$ cat src/rtl/atc_pkg.sv
// Package: shared types for the acquisition trigger controller.
// Assumes the mode word layout below; all modules decode it through atc_mode_t.
package atc_pkg;

    localparam int MODE_W = 12;

    typedef enum logic [1:0] {
        ST_IDLE = 2'd0,
        ST_RUN  = 2'd1,
        ST_POST = 2'd2,
        ST_HALT = 2'd3
    } atc_state_e;

    typedef struct packed {
        logic       repeat_en;  // bit 11
        logic       pol;        // bit 10
        logic [1:0] burst_src;  // bits 9:8
        logic [2:0] stop_src;   // bits 7:5
        logic [2:0] start_src;  // bits 4:2
        logic [1:0] conv_src;   // bits 1:0
    } atc_mode_t;

    localparam logic [2:0] START_GATED = 3'b111;
    localparam logic [2:0] STOP_COUNT  = 3'b011;
    localparam logic [1:0] CONV_BURST  = 2'b10;

endpackage

$ cat src/rtl/atc_edge_filt.sv
// Module: atc_edge_filt
// Synchronizes one asynchronous line with two flops. It then accepts a new
// level only when two consecutive synchronized samples agree, so a pulse of
// one clock is discarded. `flip` is high in the cycle before lvl_q inverts.
// Assumes the line is low when reset is released.
module atc_edge_filt (
    input  logic clk,
    input  logic rst_n,
    input  logic din,
    output logic lvl_q,
    output logic flip
);
    logic [2:0] sh_q;

    // Purpose: synchronizer chain plus one delay stage, and the filtered level.
    always_ff @(posedge clk) begin
        if (!rst_n) begin
            sh_q  <= '0;
            lvl_q <= 1'b0;
        end else begin
            sh_q <= {sh_q[1:0], din};
            if (sh_q[1] == sh_q[2]) lvl_q <= sh_q[1];
        end
    end

    // Purpose: announce an accepted level change one cycle ahead of lvl_q.
    always_comb flip = (sh_q[1] == sh_q[2]) && (sh_q[1] != lvl_q);

    p_level_agrees_r9: assert property (@(posedge clk) disable iff (!rst_n)
        !$stable(lvl_q) |-> $past(sh_q[1] == sh_q[2]));

    p_flip_follows_r9: assert property (@(posedge clk) disable iff (!rst_n)
        flip |=> !$stable(lvl_q));

endmodule

$ cat src/rtl/atc_burst.sv
// Module: atc_burst
// Burst window counter. While enabled, a launch with no burst pending loads
// BURST_LEN. Each burst tick then spends one slot until none remain. Dropping
// the enable clears any remaining slots. Assumes tick and launch are one-clock
// pulses.
module atc_burst #(
    parameter int BURST_LEN = 4
) (
    input  logic clk,
    input  logic rst_n,
    input  logic en,
    input  logic launch,
    input  logic tick,
    output logic gate
);
    localparam int RW = $clog2(BURST_LEN + 1);
    localparam logic [RW-1:0] LEN = RW'(BURST_LEN);

    logic [RW-1:0] rem_q;

    // Purpose: track remaining strobes of the current burst.
    always_ff @(posedge clk) begin
        if (!rst_n)                        rem_q <= '0;
        else if (!en)                      rem_q <= '0;
        else if (tick && rem_q != '0)      rem_q <= rem_q - 1'b1;
        else if (launch && rem_q == '0)    rem_q <= LEN;
    end

    // Purpose: a burst tick may convert only while slots remain.
    always_comb gate = (rem_q != '0);

    p_burst_cap_r12: assert property (@(posedge clk) disable iff (!rst_n)
        rem_q <= LEN);

    p_burst_load_r12: assert property (@(posedge clk) disable iff (!rst_n)
        (en && launch && rem_q == '0) |=> rem_q == LEN);

    p_burst_nolaunch_r12: assert property (@(posedge clk) disable iff (!rst_n)
        (en && launch && !tick && rem_q != '0) |=> $stable(rem_q));

endmodule

$ cat src/rtl/atc_seq.sv
// Module: atc_seq
// Acquisition window state machine with the post-stop sample counter.
// States: idle, run (window open), post (counting samples), halt (single
// cycle spent). Assumes start_ev, stop_ev and conv_tick are already decoded
// from the current mode word. Strobe and done are registered.
module atc_seq
    import atc_pkg::*;
#(
    parameter int CNT_W = 16
) (
    input  logic             clk,
    input  logic             rst_n,
    input  atc_mode_t        mode,
    input  logic             mode_wr,
    input  logic [CNT_W-1:0] cnt_init,
    input  logic             start_ev,
    input  logic             stop_ev,
    input  logic             gate_act,
    input  logic             conv_tick,
    output logic             win_open,
    output logic             conv_strobe,
    output logic             busy,
    output logic             done
);
    atc_state_e       state_q, st_n;
    logic [CNT_W-1:0] cnt_q, cnt_n;
    logic             fire, fin, gated, about, cnt_stop;

    // Purpose: decode mode flags and the open-window condition.
    always_comb begin
        gated    = (mode.start_src == START_GATED);
        about    = mode.stop_src[2];
        cnt_stop = (mode.stop_src == STOP_COUNT);
        win_open = (state_q == ST_RUN) || (state_q == ST_POST && cnt_q != '0);
        fire     = win_open && conv_tick;
    end

    // Purpose: next-state and counter logic of the acquisition window.
    always_comb begin
        st_n  = state_q;
        cnt_n = cnt_q;
        fin   = 1'b0;
        case (state_q)
            ST_IDLE: begin
                if (gated) begin
                    if (gate_act) st_n = ST_RUN;
                end else if (start_ev) begin
                    if (cnt_stop) begin
                        st_n  = ST_POST;
                        cnt_n = cnt_init;
                    end else begin
                        st_n = ST_RUN;
                    end
                end
            end
            ST_RUN: begin
                if (gated) begin
                    if (!gate_act) fin = 1'b1;
                end else if (stop_ev) begin
                    if (about) begin
                        st_n  = ST_POST;
                        cnt_n = cnt_init;
                    end else begin
                        fin = 1'b1;
                    end
                end
            end
            ST_POST: begin
                if (cnt_q == '0) begin
                    fin = 1'b1;
                end else if (fire) begin
                    cnt_n = cnt_q - 1'b1;
                    if (cnt_q == CNT_W'(1)) fin = 1'b1;
                end
            end
            default: ;
        endcase
        if (fin) st_n = mode.repeat_en ? ST_IDLE : ST_HALT;
        if (mode_wr) begin
            st_n = ST_IDLE;
            fin  = 1'b0;
        end
    end

    // Purpose: state, counter and registered outputs.
    always_ff @(posedge clk) begin
        if (!rst_n) begin
            state_q     <= ST_IDLE;
            cnt_q       <= '0;
            conv_strobe <= 1'b0;
            done        <= 1'b0;
        end else begin
            state_q     <= st_n;
            cnt_q       <= cnt_n;
            conv_strobe <= fire && !mode_wr;
            done        <= fin;
        end
    end

    // Purpose: window status for the outside.
    always_comb busy = (state_q == ST_RUN) || (state_q == ST_POST);

    p_strobe_in_window_r2: assert property (@(posedge clk) disable iff (!rst_n)
        conv_strobe |-> $past(win_open));

    p_done_ends_busy_r5: assert property (@(posedge clk) disable iff (!rst_n)
        done |-> (!busy && $past(busy)));

    p_gate_opens_r4: assert property (@(posedge clk) disable iff (!rst_n)
        (gated && state_q == ST_IDLE && gate_act && !mode_wr) |=> busy);

    p_post_count_r7: assert property (@(posedge clk) disable iff (!rst_n)
        (state_q == ST_POST && conv_tick && cnt_q > CNT_W'(1) && !mode_wr)
            |=> (state_q == ST_POST && cnt_q == $past(cnt_q) - 1'b1));

    p_halt_holds_r10: assert property (@(posedge clk) disable iff (!rst_n)
        (state_q == ST_HALT && !mode_wr) |=> state_q == ST_HALT);

    p_run_holds_r11: assert property (@(posedge clk) disable iff (!rst_n)
        (state_q == ST_RUN && !gated && !stop_ev && !mode_wr) |=> state_q == ST_RUN);

    p_abort_r13: assert property (@(posedge clk) disable iff (!rst_n)
        mode_wr |=> (!busy && !done && !conv_strobe));

endmodule

$ cat src/rtl/acq_trig_ctrl.sv
// Module: acq_trig_ctrl (top)
// Holds the mode word and the count register. Filters the asynchronous
// trigger and interrupt lines, decodes the start, stop, burst-launch and
// conversion sources, and drives the window sequencer.
// Assumes sw_start, utc_tc, pacer_tick and burst_tick are synchronous
// one-clock pulses, and CNT_W <= DATA_W.
module acq_trig_ctrl
    import atc_pkg::*;
#(
    parameter int DATA_W    = 16,
    parameter int CNT_W     = 16,
    parameter int BURST_LEN = 4
) (
    input  logic              clk,
    input  logic              rst_n,
    input  logic              cfg_wr,
    input  logic              cfg_sel,
    input  logic [DATA_W-1:0] cfg_wdata,
    input  logic              sw_start,
    input  logic              ext_trig,
    input  logic              dig_irq,
    input  logic              utc_tc,
    input  logic              pacer_tick,
    input  logic              burst_tick,
    output logic              conv_strobe,
    output logic              busy,
    output logic              done
);
    localparam int NLINE = 2;   // index 0: external trigger, 1: interrupt

    atc_mode_t        mode_q;
    logic [CNT_W-1:0] cnt_init_q;
    logic             mode_wr;
    logic [NLINE-1:0] line_raw, line_lvl, line_flip;
    logic             ext_ev, irq_ev, gate_act;
    logic             start_ev, stop_ev, launch_ev, conv_tick;
    logic             win_open, burst_gate, burst_en;

    // Purpose: register write port for the mode word and count register.
    always_ff @(posedge clk) begin
        if (!rst_n) begin
            mode_q     <= '0;
            cnt_init_q <= '0;
        end else if (cfg_wr) begin
            if (!cfg_sel) mode_q     <= atc_mode_t'(cfg_wdata[MODE_W-1:0]);
            else          cnt_init_q <= cfg_wdata[CNT_W-1:0];
        end
    end

    // Purpose: a mode-word write aborts the running cycle.
    always_comb mode_wr = cfg_wr && !cfg_sel;

    // Purpose: route the asynchronous lines into the filters.
    always_comb line_raw = {dig_irq, ext_trig};

    for (genvar g = 0; g < NLINE; g++) begin : g_line
        atc_edge_filt u_filt (
            .clk   (clk),
            .rst_n (rst_n),
            .din   (line_raw[g]),
            .lvl_q (line_lvl[g]),
            .flip  (line_flip[g])
        );
    end

    // Purpose: polarity-qualified external edge, interrupt rising edge, gate level.
    always_comb begin
        ext_ev   = line_flip[0] && (line_lvl[0] == mode_q.pol);
        irq_ev   = line_flip[1] && !line_lvl[1];
        gate_act = line_lvl[0] ^ mode_q.pol;
    end

    // Purpose: decode start, stop, burst-launch and conversion sources.
    always_comb begin
        case (mode_q.start_src)
            3'b000:  start_ev = sw_start;
            3'b001:  start_ev = ext_ev;
            3'b010:  start_ev = irq_ev;
            3'b011:  start_ev = utc_tc;
            default: start_ev = 1'b0;
        endcase
        case (mode_q.stop_src[1:0])
            2'b00:   stop_ev = sw_start;
            2'b01:   stop_ev = ext_ev;
            2'b10:   stop_ev = irq_ev;
            default: stop_ev = utc_tc && mode_q.stop_src[2];
        endcase
        case (mode_q.burst_src)
            2'b00:   launch_ev = sw_start;
            2'b01:   launch_ev = pacer_tick;
            2'b10:   launch_ev = ext_ev;
            default: launch_ev = irq_ev;
        endcase
        case (mode_q.conv_src)
            2'b00:   conv_tick = sw_start;
            2'b01:   conv_tick = pacer_tick;
            2'b10:   conv_tick = burst_tick && burst_gate;
            default: conv_tick = irq_ev;
        endcase
        burst_en = win_open && (mode_q.conv_src == CONV_BURST);
    end

    atc_burst #(.BURST_LEN(BURST_LEN)) u_burst (
        .clk    (clk),
        .rst_n  (rst_n),
        .en     (burst_en),
        .launch (launch_ev),
        .tick   (burst_tick),
        .gate   (burst_gate)
    );

    atc_seq #(.CNT_W(CNT_W)) u_seq (
        .clk         (clk),
        .rst_n       (rst_n),
        .mode        (mode_q),
        .mode_wr     (mode_wr),
        .cnt_init    (cnt_init_q),
        .start_ev    (start_ev),
        .stop_ev     (stop_ev),
        .gate_act    (gate_act),
        .conv_tick   (conv_tick),
        .win_open    (win_open),
        .conv_strobe (conv_strobe),
        .busy        (busy),
        .done        (done)
    );

    p_ext_edge_polarity_r8: assert property (@(posedge clk) disable iff (!rst_n)
        ext_ev |=> (line_lvl[0] != mode_q.pol || $past(mode_wr)));

    p_strobe_source_r2: assert property (@(posedge clk) disable iff (!rst_n)
        conv_strobe |-> $past(sw_start || pacer_tick || burst_tick || line_flip[1]));

endmodule

$ cat config.mk
export PLATFORM = sky130hd
export DESIGN_NAME = acq_trig_ctrl
export DESIGN_NICKNAME = d
export VERILOG_FILES = /design/src/rtl/atc_pkg.sv /design/src/rtl/atc_edge_filt.sv /design/src/rtl/atc_burst.sv /design/src/rtl/atc_seq.sv /design/src/rtl/acq_trig_ctrl.sv
export SDC_FILE = /design/constraint.sdc
export NUM_CORES = 1
export LEC_CHECK = 0
export BUFFER_PORTS_ARGS = -buffer_cell sky130_fd_sc_hd__buf_2
export CORE_ASPECT_RATIO = 0.5
export CORE_UTILIZATION = 62
export DETAILED_ROUTE_END_ITERATION = 8
export GPL_TIMING_DRIVEN = 0
export PLACE_DENSITY = 0.83
export SLEW_MARGIN = 20
export SYNTH_ARGS = -nofsm -noshare
export SYNTH_HDL_FRONTEND = slang
export SYNTH_SLANG_ARGS = --single-unit
$ cat constraint.sdc
create_clock -name clk -period 3.8 [get_ports clk]
set_input_delay 0.76 -clock clk [delete_from_list [all_inputs] [get_ports clk]]
set_output_delay 0.76 -clock clk [all_outputs]
set_load 0.01 [all_outputs]
Yosys cells after proc, flatten, opt, wreduce, memory -nomap -nowiden

Index checks and enable logic that the tools add are counted.

Output and inout port bits: 3
Register bits: 59

$add $sub $neg: 2
Reduce and logical (&&, ||, !) cells: 35
Bitwise gates (word level): 3
Eq/ne operators: 32
Multiplexer cells: 33

Operators with widths:

| kind                    | number |
|---|---|
| $mux W16                | 8 |
| $pmux W16 S3            | 1 |
| $mux W2                 | 9 |
| $eq A16 B1 Y1 const B   | 1 |
| $logic_not A16 Y1       | 1 |
| $reduce_bool A16 Y1     | 1 |
| $sub A16 B1 Y16 const B | 1 |
| $logic_and A1 B1 Y1     | 12 |
| $ne A2 B2 Y1 const B    | 6 |
| $eq A3 B2 Y1 const B    | 3 |
| $ne A3 B3 Y1 const B    | 3 |
| $pmux W1 S3             | 3 |
| $reduce_and A9 Y1       | 1 |
| $reduce_bool A3 Y1      | 3 |
| $eq A2 B1 Y1 const B    | 4 |
| $eq A2 B2 Y1 const B    | 4 |
| $logic_not A2 Y1        | 4 |
| $mux W1                 | 7 |
| $logic_not A3 Y1        | 2 |
| $mux W3                 | 2 |
| $reduce_and A2 Y1       | 3 |
| $reduce_and A6 Y1       | 1 |
| $ne A2 B1 Y1 const B    | 2 |
| $ne A4 B2 Y1 const B    | 1 |
| 15 further kinds        | 22 |

Longest topological paths before layout

Gate-level depths: netlist of run 1.

Depth after elaboration: 10
Depth in mapped cells: 9
Depth with buffers taken out: 9

Cells and area by module

Synthesis of run 1 repeated with hierarchy kept, for this count alone.

Cell total of the unflattened synthesis: 386
Area total of the unflattened synthesis: 3130.5 um^2

Modules (own cells, without submodules):

| module        | times used | cells each | area an instance (um^2) | seq. area each (um^2) |
|---|---|---|---|---|
| atc_seq       | 1          | 196        | 1486.4                  | 400.4 |
| acq_trig_ctrl | 1          | 142        | 1182.4                  | 560.5 |
| atc_edge_filt | 2          | 13         | 137.6                   | 80.1 |
| atc_burst     | 1          | 22         | 186.4                   | 60.1 |

Worst setup path before layout of run 1

No wires, ideal clock.

Kind: input to register
Start: in sw_start
End: reg u_seq.cnt_q[13]
Data required time: 3727 ps
Path slack: 1450 ps
Library setup time: 73 ps
Arrival time: 2277 ps
Cell stages on the path: 8
Cells stage by stage: or3b_1 -> a21oi_1 -> o311ai_1 -> a21o_1 -> buf_6 -> a211o_4 -> buf_6 -> o22ai_2

Longest elaborated chain between the ends: 4
Elaborated cells on any way between the ends: 8
Classes of those cells: 3 x eq/ne; 3 x mux; 2 x reduce/logical

RTL lines:

| item                            | RTL line            | text |
|---|---|---|
| start: declaration              | acq_trig_ctrl.sv:19 | `input logic sw_start,` |
| $pmux W1 S3                     | acq_trig_ctrl.sv:94 | `case (mode_q.conv_src)` |
| $logic_and A1 B1 Y1             | atc_seq.sv:35       | `fire = win_open && conv_tick;` |
| $ne A2 B1 Y1 (no line)          | -                   |  |
| $reduce_and A9 Y1 (no line) (*) | -                   |  |
| end signal: assignment          | atc_seq.sv:94       | `cnt_q <= cnt_n;` |
| end: declaration                | atc_seq.sv:26       | `logic [CNT_W-1:0] cnt_q, cnt_n;` |

Mark *: on every way between the ends. The rest lies on a longest branch, timed or not.
A chain may end at the register's enable or synchronous reset.

Final worst setup path of run 1

Start: reg u_seq.cnt_q[0]
End: reg u_seq.cnt_q[12]

Longest elaborated chain between the ends: 6
Elaborated cells on any way between the ends: 12
Classes of those cells: 1 x add/sub; 2 x eq/ne; 3 x mux; 6 x reduce/logical

RTL lines:

| item |
|---|
| parallel branches: the longest is 6 deep, another holds $sub A16 B1 Y16 |

Several ways; the timed one is not identified. The select of a mux whose other input is x is not followed.

==> results of run 1 <==
metal layers:
layer  global-route usage [%]  part of all wire [%]  vias up
met2                     51.4                    44      133
li1                         -                     -     1438
met4                     12.8                   2.1        0
met1                     42.7                    44     1417
met5                        0                     0        -
met3                     11.8                   9.7       18
critical path: stages (launching register included):
cell     delay [ns]
dfxtp_1        0.37
inv_1          0.10
ha_1           0.24
nor3b_1        0.62
nand4_1        0.32
nand3_1        0.39
a211o_4        0.24
buf_6          0.19
o22ai_2        0.10
kinds of logic after synthesis:
family	synth area share (%)
xor+xnor	0.290
compound gates	24.6
mux	0.995
simple gates	27.2
flops	39.2
fa+ha+maj	3.32
buf+inv	4.48
power by group through the flow:
stage / clock network [W] / logic, W / registers [W]
2_1_floorplan: 0 / 0.000547 / 0.000707
4_1_cts: 0.000659 / 0.000730 / 0.000704
3_3_place_gp: 0 / 0.000704 / 0.000715
6_report: 0.000651 / 0.000755 / 0.000706
5_1_grt: 0.000687 / 0.000817 / 0.000710
3_5_place_dp: 0 / 0.000723 / 0.000718
state kept, by name (all words and copies together), names as in the netlist:
name	cells
u_seq.done	1
u_seq.state_q	2
u_burst.rem_q	3
cnt_init_q	16
g_line.u_filt.lvl_q	2
g_line.u_filt.sh_q	6
u_seq.conv_strobe	1
u_seq.cnt_q	16
mode_q	12
Yosys cell counts, drive strengths merged (4+ instances only):
cell type	count	area share [%]
and3	4	0.83
nand3	11	1.8
or4	4	1.0
o22ai	14	5.0
buf	5	1.1
nor2b	6	1.2
nor2	15	1.9
nor3	5	0.83
nand2	89	11
nor4	7	1.7
nand2b	4	0.83
ha	8	3.3
inv	13	1.6
a21oi	54	9.0
and2	9	1.9
dfxtp	59	39
clkbuf	13	1.6
o21ai	6	1.0
layout make-up:
class / count / area, um2
Clock inverter: 4 / 72.6
Sequential cell: 59 / 1180
Fill cell: 364 / 1070
Buffer: 18 / 82.6
Clock buffer: 12 / 155
Tap cell: 66 / 82.6
Inverter: 14 / 52.6
Timing Repair Buffer: 27 / 135
Multi-Input combinational cell: 289 / 1700
worst paths after layout:
kind	from	endpoint	slack [ns]	depth (start not counted)
min	g_line[1].u_filt.sh_q[0]$_SDFF_PN0_	g_line[1].u_filt.sh_q[1]$_SDFF_PN0_	0.44	1
min reg2reg	g_line[1].u_filt.sh_q[0]$_SDFF_PN0_	g_line[1].u_filt.sh_q[1]$_SDFF_PN0_	0.44	1
max	u_seq.cnt_q[0]$_SDFFE_PN0P_	u_seq.cnt_q[12]$_SDFFE_PN0P_	1.11	8
max reg2reg	u_seq.cnt_q[0]$_SDFFE_PN0P_	u_seq.cnt_q[12]$_SDFFE_PN0P_	1.11	8
metrics by stage:
| stage | hold slack (ns) | instance area (um2) | std cells | setup WS (ns) |
|---|---|---|---|---|
| final | 0.444 | 3460 | 489 | 1.11 |
| after global placement | 0.423 | 3230 | 473 | 1.19 |
| after global routing | 0.465 | 3460 | 489 | 1.00 |
| after CTS | 0.448 | 3460 | 489 | 1.21 |
| after floorplan | 0.412 | 3020 | 380 | 1.45 |
| after detailed placement | 0.432 | 3230 | 473 | 1.14 |
==> run metrics, run 1 <==
Fin Setup TNS 0 ns; clock power share 30.8%; largest net degree at the start of global routing 11; combinational power share 35.7%; Tmin final 2.69 ns; layout cell share with drive strength beyond 1 roughly 14%; Root Driver clkbuf_8; WP data arrival 2.90 ns; Worst setup SP type flip-flop; maximum VDD drop 0.399 mV; Remaining Overflow, GRT 0; 1st-iter DRT viols 268; commonest cells after routing, fill and taps aside nand2_1 (89), dfxtp_1 (59), a21oi_1 (54); status finished clean; Ports 29; Slew Viols, Final 0; clock-pin slew of the registers on the worst-case setup and hold paths 0.07 ns; die width between 100 and 150 um; Setup Skew roughly 0.0067 ns; Switching Fraction 36.7%; area grow syn2layout 14.8%; Netlist Area Pre-Place around 0.0030 mm2; kind of critical path reg -> reg; Mean Syn Cell Area 7.94 um2; Final Setup Violations 0; Distinct cells, synth 55; Synthesized Nets 414; DRT Pass-1 Iters 5; maximum clock path buffer count 2; Post-synth EDFFs 0; post-route clock period utilization 70.7%; num rows 17; final hold violations 0; Seq/Total Area, Yosys around 39%; Die Y-Extent about 51 um; CTS tree yes; number of global-route vias before repair 2690; Int Power 0.00134 W; via count 3006; Total Die Area between 0.005 and 0.006 mm2; most common flop cell mapped by yosys dfxtp_1; commonest non-fill, non-tap cell in the layout nand2_1; Cell Pwr Density around 600 mW/mm2; cells after synthesis 380; DRC violations left 0; synthesis-stage register bit count 59; number of I/O port buffers 27; CP Capture Type flip-flop; unrepaired setup endpoints after global routing false; hpwl dp 5900 um; worst slew pin tran roughly 0.84 ns; first-pass GRT wire length 12700 um; max_cap viols 0; antenna cells 0; CTS Buf Count 9; Psw a little under 0.0008 W; Ys Warns 0; type of the most critical hold path reg -> reg; final WL 8010 um; Final Core Density 76.4%; CTS Hold Bufs 0; Post-CTS Setup Bufs 0; Static Leakage 1.31 nW; Worst-Skew Late Latency 0.34 ns; Layout Nets roughly 450; GRT Overall Usage 33.2%; vias per inst roughly 6; Slew HR about 44%; Worst EP required roughly 4.0 ns; initial antenna violation count 0; Core ar. 0.00453 mm2; routed len/inst 16.4 um; Fmax 372 MHz; Detail Route Antenna Nets 0; Starting Density between 60% and 70%; Worst Path Max Fanout 10; total power 0.00211 W; CTS Sinks 59; post-CTS resize count 0; Reg power frac about 33%; H-tree depth 3; Placer Congestion 0.931; ys async rst share 0%
No activity file was read; power rests on OpenSTA's default activity.
==> run 2: changes to the inputs <==
--- a/config.mk
+++ b/config.mk
@@ -7,10 +7,10 @@
 export LEC_CHECK = 0
 export BUFFER_PORTS_ARGS = -buffer_cell sky130_fd_sc_hd__buf_2
 export CORE_ASPECT_RATIO = 0.5
-export CORE_UTILIZATION = 62
+export CORE_UTILIZATION = 53
 export DETAILED_ROUTE_END_ITERATION = 8
 export GPL_TIMING_DRIVEN = 0
-export PLACE_DENSITY = 0.83
+export PLACE_DENSITY = 0.75
 export SLEW_MARGIN = 20
 export SYNTH_ARGS = -nofsm -noshare
 export SYNTH_HDL_FRONTEND = slang
==> constraint.sdc (replaced) <==
create_clock -name clk -period 2.26 [get_ports clk]
set_input_delay 0.452 -clock clk [delete_from_list [all_inputs] [get_ports clk]]
set_output_delay 0.452 -clock clk [all_outputs]
set_load 0.01 [all_outputs]
==> run 2 against run 1 <==
Via count decreased by 0.83%. Final cell count increased by 1.4%. Die area increased by 16%. Power increased by 97%. Highest routed layer unchanged. Clock-buffer cell count increased by 1. Design area increased by 8.5%. Register-to-register slack got worse by 1.0 ns. Clock power increased by 140%. Critical endpoint unchanged. Critical path depth unchanged.
==> run metrics, run 2 (synthesis results as in run 1) <==
status finished clean; CTS Hold Bufs 0; crit-path cells nand4bb_4 -> a2111oi_4 -> o311ai_1 -> a21o_1 -> buf_6 -> a211o_4 -> buf_12 -> o22ai_2; largest net degree at the start of global routing 11; Layout Nets between 400 and 500; placed instance count 477; maximum clock path buffer count 2; Worst-Skew Late Latency about 0.33 ns; antenna cells 0; CP Capture Type flip-flop; H-tree depth 3; CP max stage delay 0.40 ns; maximum VDD drop 0.952 mV; type of the most critical hold path in -> reg; 1st-iter DRT viols 279; biggest regs cnt_init_q (16), u_seq.cnt_q (16), mode_q (12); number of global-route vias before repair 2674; Worst setup SP type flip-flop; max_cap viols 0; Tmin final 2.19 ns; Cell Pwr Density 1100 mW/mm2; commonest cells after routing, fill and taps aside nand2_1 (89), dfxtp_1 (55), a21oi_1 (52); Fin Setup TNS 0 ns; final WL 8230 um; Die Y-Extent between 50 and 60 um; WP data arrival between 2 and 2.5 ns; GR Util met3 8.50%; hpwl dp 5930 um; first-pass GRT wire length 12900 um; worst slew pin tran 0.757 ns; Setup Skew 0.00732 ns; Placer Congestion about 0.95; DRT Pass-1 Iters 5; Starting Density 58.0%; GRT met2 Usage 43.3%; fin area between 0.003 and 0.004 mm2; Slew HR about half; Static Leakage 1.41 nW; Worst EP required 2.52 ns; Post-Place Cell Area 0.00324 mm2; number of I/O port buffers 27; met1 GRT Util between 30% and 40%; Slew Viols, Final 0; Core ar. 0.00520 mm2; Total Die Area 0.00602 mm2; Fmax 456 MHz; Final Setup Violations 0; clock-pin slew of the registers on the worst-case setup and hold paths 0.05 ns; GRT Overall Usage 28.2%; CTS Buf Count 9; layout cell share with drive strength beyond 1 around 19%; area grow syn2layout 24.6%; final hold violations 0; Detail Route Antenna Nets 0; Remaining Overflow, GRT 0; Ports 29; Crit-path slowest cell a2111oi_4; commonest non-fill, non-tap cell in the layout nand2_1; die width 109 um; CTS Sinks just under 60; Final Non-Filler Cells slightly below 500; Worst Path Max Fanout 10; initial antenna violation count 0; num rows 18; routed len/inst 16.6 um; GR peak layer met2; DRC violations left 0; Final Core Density 72.2%; CTS tree yes; post-route clock period utilization 97.0%; via count 2981; vias per inst 6.01; kind of critical path reg -> reg; Root Driver clkbuf_16
## run 2: cell types whose count changed in the layout (fill, tap and decap cells not counted), moves of 3 or more
cell / delta
clkbuf_8: -7
buf_4: +4
dfxtp_2: +4
clkbuf_16: +9
clkbuf_1: -3
dfxtp_1: -4
## run 2: path summary, 6_finish.rpt
| check | from | to | slack, ns | depth (start not counted) |
|---|---|---|---|---|
| setup / recovery | mode_q[10]$_SDFFE_PN0P_ | u_seq.cnt_q[12]$_SDFFE_PN0P_ | 0.07 | 8 |
| hold / removal | ext_trig | g_line[0].u_filt.sh_q[0]$_SDFF_PN0_ | 0.32 | 2 |
| setup reg to reg | mode_q[10]$_SDFFE_PN0P_ | u_seq.cnt_q[12]$_SDFFE_PN0P_ | 0.07 | 8 |
| hold reg to reg | g_line[1].u_filt.sh_q[0]$_SDFF_PN0_ | g_line[1].u_filt.sh_q[1]$_SDFF_PN0_ | 0.43 | 1 |
## run 2: power by group
group	internal [W]	switching (W)	leakage, nW	total [W]
Sequential	0.00112	0.0000830	0.482	0.00120
Combinational	0.000554	0.000854	0.764	0.00141
Clock	0.00108	0.000460	0.168	0.00154
Total	0.00275	0.00140	1.41	0.00415
## run 2: layout make-up
class	count	area (um2)
plain buffers	17	88.8
multi-input cells	289	1830
inverters	14	56.3
well taps	70	87.6
clock buffers	13	280
clock inverters	3	67.6
flip-flops and latches	59	1190
repair buffers	31	165
fillers	411	1450
## run 2: through the flow
step,worst slack (ns),total power [W],hold slack [ns]
after floorplan,0.0910,0.00211,0.412
after global placement,-0.224,0.00238,0.417
after detailed placement,-0.303,0.00241,0.423
after CTS,0.00124,0.00401,0.318
after global routing,-0.0617,0.00434,0.325
final,0.0675,0.00415,0.324
## run 2: what timing repair did
item | CTS | global route
endpoints found under the setup margin | 16 | 21
resized for setup | 7 | 23
setup buffers | 2 | 2
pin swaps | 1 | 8
## run 2: layer usage
metal,up-vias,part of all wire [%]
li1,1453,-
met1,1406,46
met2,109,45
met3,13,7.7
met4,0,1.1
met5,-,0
## run 2: critical path: cells and delay by family, from the launching register on
family	cells	cell delay, ns
simple gates	1	0.26
flops	1	0.35
compound gates	5	1.21
buf+inv	2	0.30
